## config.mk

```make
export PLATFORM = sky130hd
export DESIGN_NAME = edo_pin_sampler
export DESIGN_NICKNAME = d
export VERILOG_FILES = /design/src/rtl/edo_pkg.sv /design/src/rtl/edo_pin_sampler.sv
export SDC_FILE = /design/constraint.sdc
export NUM_CORES = 1
export LEC_CHECK = 0
export BUFFER_PORTS_ARGS = -buffer_cell sky130_fd_sc_hd__buf_2
export CAP_MARGIN = 20
export CORE_UTILIZATION = 35
export CTS_CLUSTER_SIZE = 25
export DETAILED_ROUTE_END_ITERATION = 6
export GPL_TIMING_DRIVEN = 0
export PLACE_DENSITY = 0.79
export RECOVER_POWER = 50
export SYNTH_ARGS = -nofsm -noshare
export SYNTH_HDL_FRONTEND = slang
export SYNTH_SLANG_ARGS = --single-unit
```

## constraint.sdc

```tcl
create_clock -name clk -period 2.3 [get_ports clk]
set_clock_uncertainty 0.2 [all_clocks]
set_input_delay 0.345 -clock clk [delete_from_list [all_inputs] [get_ports clk]]
set_output_delay 0.345 -clock clk [all_outputs]
set_load 0.01 [all_outputs]
```

## src/rtl/edo_pkg.sv

```systemverilog
package edo_pkg;

  localparam int LANES = 2;

  typedef struct packed {
    logic ras_n;
    logic lcas_n;
    logic ucas_n;
    logic we_n;
    logic oe_n;
  } strobes_t;

  localparam strobes_t STROBES_IDLE = '{ras_n: 1'b1, lcas_n: 1'b1, ucas_n: 1'b1,
                                        we_n: 1'b1, oe_n: 1'b1};

  // internal column function: active while either lane strobe is low
  function automatic logic cas_active(input strobes_t s);
    return ~s.lcas_n | ~s.ucas_n;
  endfunction

  // per-lane asserted strobes, bit 0 lower lane, bit 1 upper lane
  function automatic logic [LANES-1:0] lanes_low(input strobes_t s);
    return {~s.ucas_n, ~s.lcas_n};
  endfunction

  // lanes whose strobe went from high to low between two samples
  function automatic logic [LANES-1:0] lanes_fell(input strobes_t prv, input strobes_t cur);
    return lanes_low(cur) & ~lanes_low(prv);
  endfunction

endpackage

```

## src/rtl/edo_pin_sampler.sv

```systemverilog
module edo_pin_sampler
  import edo_pkg::*;
#(
  parameter int ADDR_W = 9,
  parameter int DATA_W = 16
) (
  input  logic              clk,
  input  logic              rst_n,
  input  strobes_t          pins,
  input  logic [ADDR_W-1:0] addr,
  input  logic [DATA_W-1:0] din,
  output strobes_t          cur,
  output strobes_t          prv,
  output logic [ADDR_W-1:0] addr_s,
  output logic [DATA_W-1:0] din_s
);

  always_ff @(posedge clk) begin
    if (!rst_n) begin
      cur    <= STROBES_IDLE;
      prv    <= STROBES_IDLE;
      addr_s <= '0;
      din_s  <= '0;
    end else begin
      cur    <= pins;
      prv    <= cur;
      addr_s <= addr;
      din_s  <= din;
    end
  end

endmodule

```

=== After elaboration in Yosys (flattened, before gate mapping) ===
Cells that the tools add are included.

* Bits of input ports: 32
* Output and inout port bits: 35
* Word-level logic and storage cells: 12
* Register bits: 35

=== Longest topological paths before layout ===
* Depth in word-level cells: 0
* Mapped depth: 2
* Depth with buffers taken out: 1

=== Least setup slack after synthesis ===
OpenSTA, ideal clock, no wires.

* Path kind: input to register
* From: input port rst_n
* To: register addr_s[7]
* Data arrival time: 620 ps
* Library setup time: 115 ps
* Required time: 1985 ps
* Stages on the path: 2
* Setup slack: 1365 ps
* Path buffers: 1
* Cells stage by stage: buf_4 and2_1

{| class="wikitable"
|+ RTL lines
! what !! RTL line !! source
|-
| start, declared || edo_pin_sampler.sv:8 || <nowiki>input logic rst_n,</nowiki>
|-
| end signal, assigned || edo_pin_sampler.sv:27 || <nowiki>addr_s <= addr;</nowiki>
|-
| end, declared || edo_pin_sampler.sv:14 || <nowiki>output logic [ADDR_W-1:0] addr_s,</nowiki>
|}

No word-level cell between the ends.

=== Worst setup path after layout ===
* From: register cur[1] in the netlist's numbering
* To: output port cur[1] in the netlist's numbering

{| class="wikitable"
|+ RTL lines
! what !! RTL line !! source
|-
| start, declared || edo_pin_sampler.sv:12 || <nowiki>output strobes_t cur,</nowiki>
|-
| start signal, assigned || edo_pin_sampler.sv:25 || <nowiki>cur <= pins;</nowiki>
|}

No word-level cell between the ends.

==> metrics.cfg <==
[detailed_routing]
antenna_left=0
wl_um=2080
post_drt_wl_per_cell_um=11.1
vias=777
drcViolationCount=0
drt_iter0_drc=6
first_pass_iters=2
vias_per_cell=4.16

[timing]
relSlewSlack=0.762
final_hold_viol_count=0
fin_setup_tns_ns=0
whs_ns=0.0219
fin_crit_sh=0.589
drv_slew=0
min_period_ns=1.35
rsz0062_at_grt=no
setup_violations=0
max_freq_mhz=738
worst_pin_slew_ns=0.357
fin_ws_ns=0.945

[final_layout]
final_nets=188
final_layout_size_suffix_gt1_frac=0.452
diodes=0
area_growth_pct=54.3
final_cell_mix=buf_2 (65), dfxtp_1 (35), and2_0 (13)
instances_no_fill=187
final_util=0.581
final_common_cell=buf_2
nFillCells=229

[worst_setup_path]
slowest_stage=dfxtp_1
crit_buf_inv=1
r2r_cells=1
crit_fanout=2
endpoint_kind=output pin
crit_arrival_ns=0.81
startpoint_type=register
worst-path-stages=1
rr_endpoint=prv[1]
critPathMaxStageDelay_ns=0.35
worstPathCellList=buf_2
critPathRequiredTime_ns=1.75
timing.rr.start=cur[1]
crit_type=register to output pin
r2r_setup_slack_ns=1.47
cpLargestDelayFamily=flip-flops

[synthesis]
yosysTopAreaCell=dfxtp_1
synth_area_leaders=dfxtp_1 (74%), and2_1 (17%), nand2b_1 (4.7%)
synth_cell_types=6
ys_ff_latch=35
ys_warn_count=0
syn_nets=105
synthCells=73
yosysTopAreaCellShare=0.745
syn_area_um2=941
yosysSeqAreaShare=0.745
syn_avg_cell_area_um2=12.9

[die]
die_height_um=53.9
core_area_mm2=0.00250
fp.dieW_um=53.9
num_rows=18
initial_core_util=0.376
die_area_mm2=0.00290
num_io_pins=67

[global_route]
grt_pass1_vias=784
antenna_found_initial=0
grt_max_degree=11
grt_pass1_wl_um=3050
grt_use_total=0.161
grt_overflow=0

[clock_tree]
hold_buffers=9
path_clk_slew_ns=0.10
clock_sinks=35
cts_buffers=5
cts_root_buffer=clkbuf_4
post_cts_buffers=0
ctsResizeCount=0
clk_path_buf_depth=2
cts_tree=yes
htree_levels=2
clkLatencyLatePin_ns=0.32

[hold_path]
hold_start=din[7]
min_to=din_s[7]
hold_class=primary input to register
hold-path-cell-count=2

[place]
port_buffers=66
place_ws_ns=1.15
placed_cells_incl_taps=169
place_congestion=0.650
hpwl_um=1400

[run_status]
status=finished, final reports clean

[power]
power_density_mw_per_mm2=730
ir_worst_vdd_uv=543
power.leakage_nw=0.713

[job]
cap_violations=0

[cells by family after synthesis]
group / Yosys count / share of synthesized area
DFF: 35 / 0.745
and+or+nand+nor: 35 / 0.237
buffers and inverters: 3 / 0.0186
[registers in the layout, indices dropped and copies added, names as in the netlist]
| name | cells |
|---|---|
| cur | 5 |
| din_s | 16 |
| prv | 5 |
| addr_s | 9 |
[layer usage]
| layer | routed length (um) | GRT usage |
|---|---|---|
| met3 | 187 | 0.0734 |
| met1 | 741 | 0.140 |
| met2 | 1100 | 0.280 |
| met5 | 0 | 0 |
| met4 | 55 | 0.127 |
[worst max path at each step]
| stage | start | to | slack, ns |
|---|---|---|---|
| 6_report | cur[1] | cur[1] | 0.95 |
| 4_1_cts | cur[1] | cur[1] | 0.94 |
| 3_3_place_gp | rst_n | addr_s[0] | 1.16 |
| 3_5_place_dp | rst_n | addr_s[0] | 1.15 |
| 2_1_floorplan | rst_n | addr_s[7] | 1.36 |
| 5_1_grt | cur[1] | cur[1] | 0.90 |
[cell usage after synthesis (all sizes together)]
| library cell | instances |
|---|---|
| or2b | 3 |
| and2 | 25 |
| clkbuf | 2 |
| nand2b | 7 |
| buf | 1 |
| dfxtp | 35 |
[layout make-up]
type / count / area (um^2) / share of cell area
Tap cell: 30 / 37.5 / 0.0259
Timing Repair Buffer: 76 / 429 / 0.296
Clock inverter: 1 / 5.00 / 0.00345
Buffer: 3 / 11.3 / 0.00776
Multi-Input combinational cell: 35 / 223 / 0.153
Sequential cell: 35 / 701 / 0.483
Clock buffer: 7 / 45.0 / 0.0310
[power breakdown]
part	internal (mW)	switching (mW)
combinational	0.0642	0.0487
sequential	0.637	0.00816
clock	0.119	0.182
total	0.820	0.239
[through the flow]
stage | area (um^2) | power [mW]
after global routing | 1450 | 1.12
final | 1450 | 1.06
after detailed placement | 1310 | 0.761
after global placement | 1310 | 0.757
after floorplan | 941 | 0.702
after CTS | 1450 | 1.08
Power figures use the tool's default switching activity.
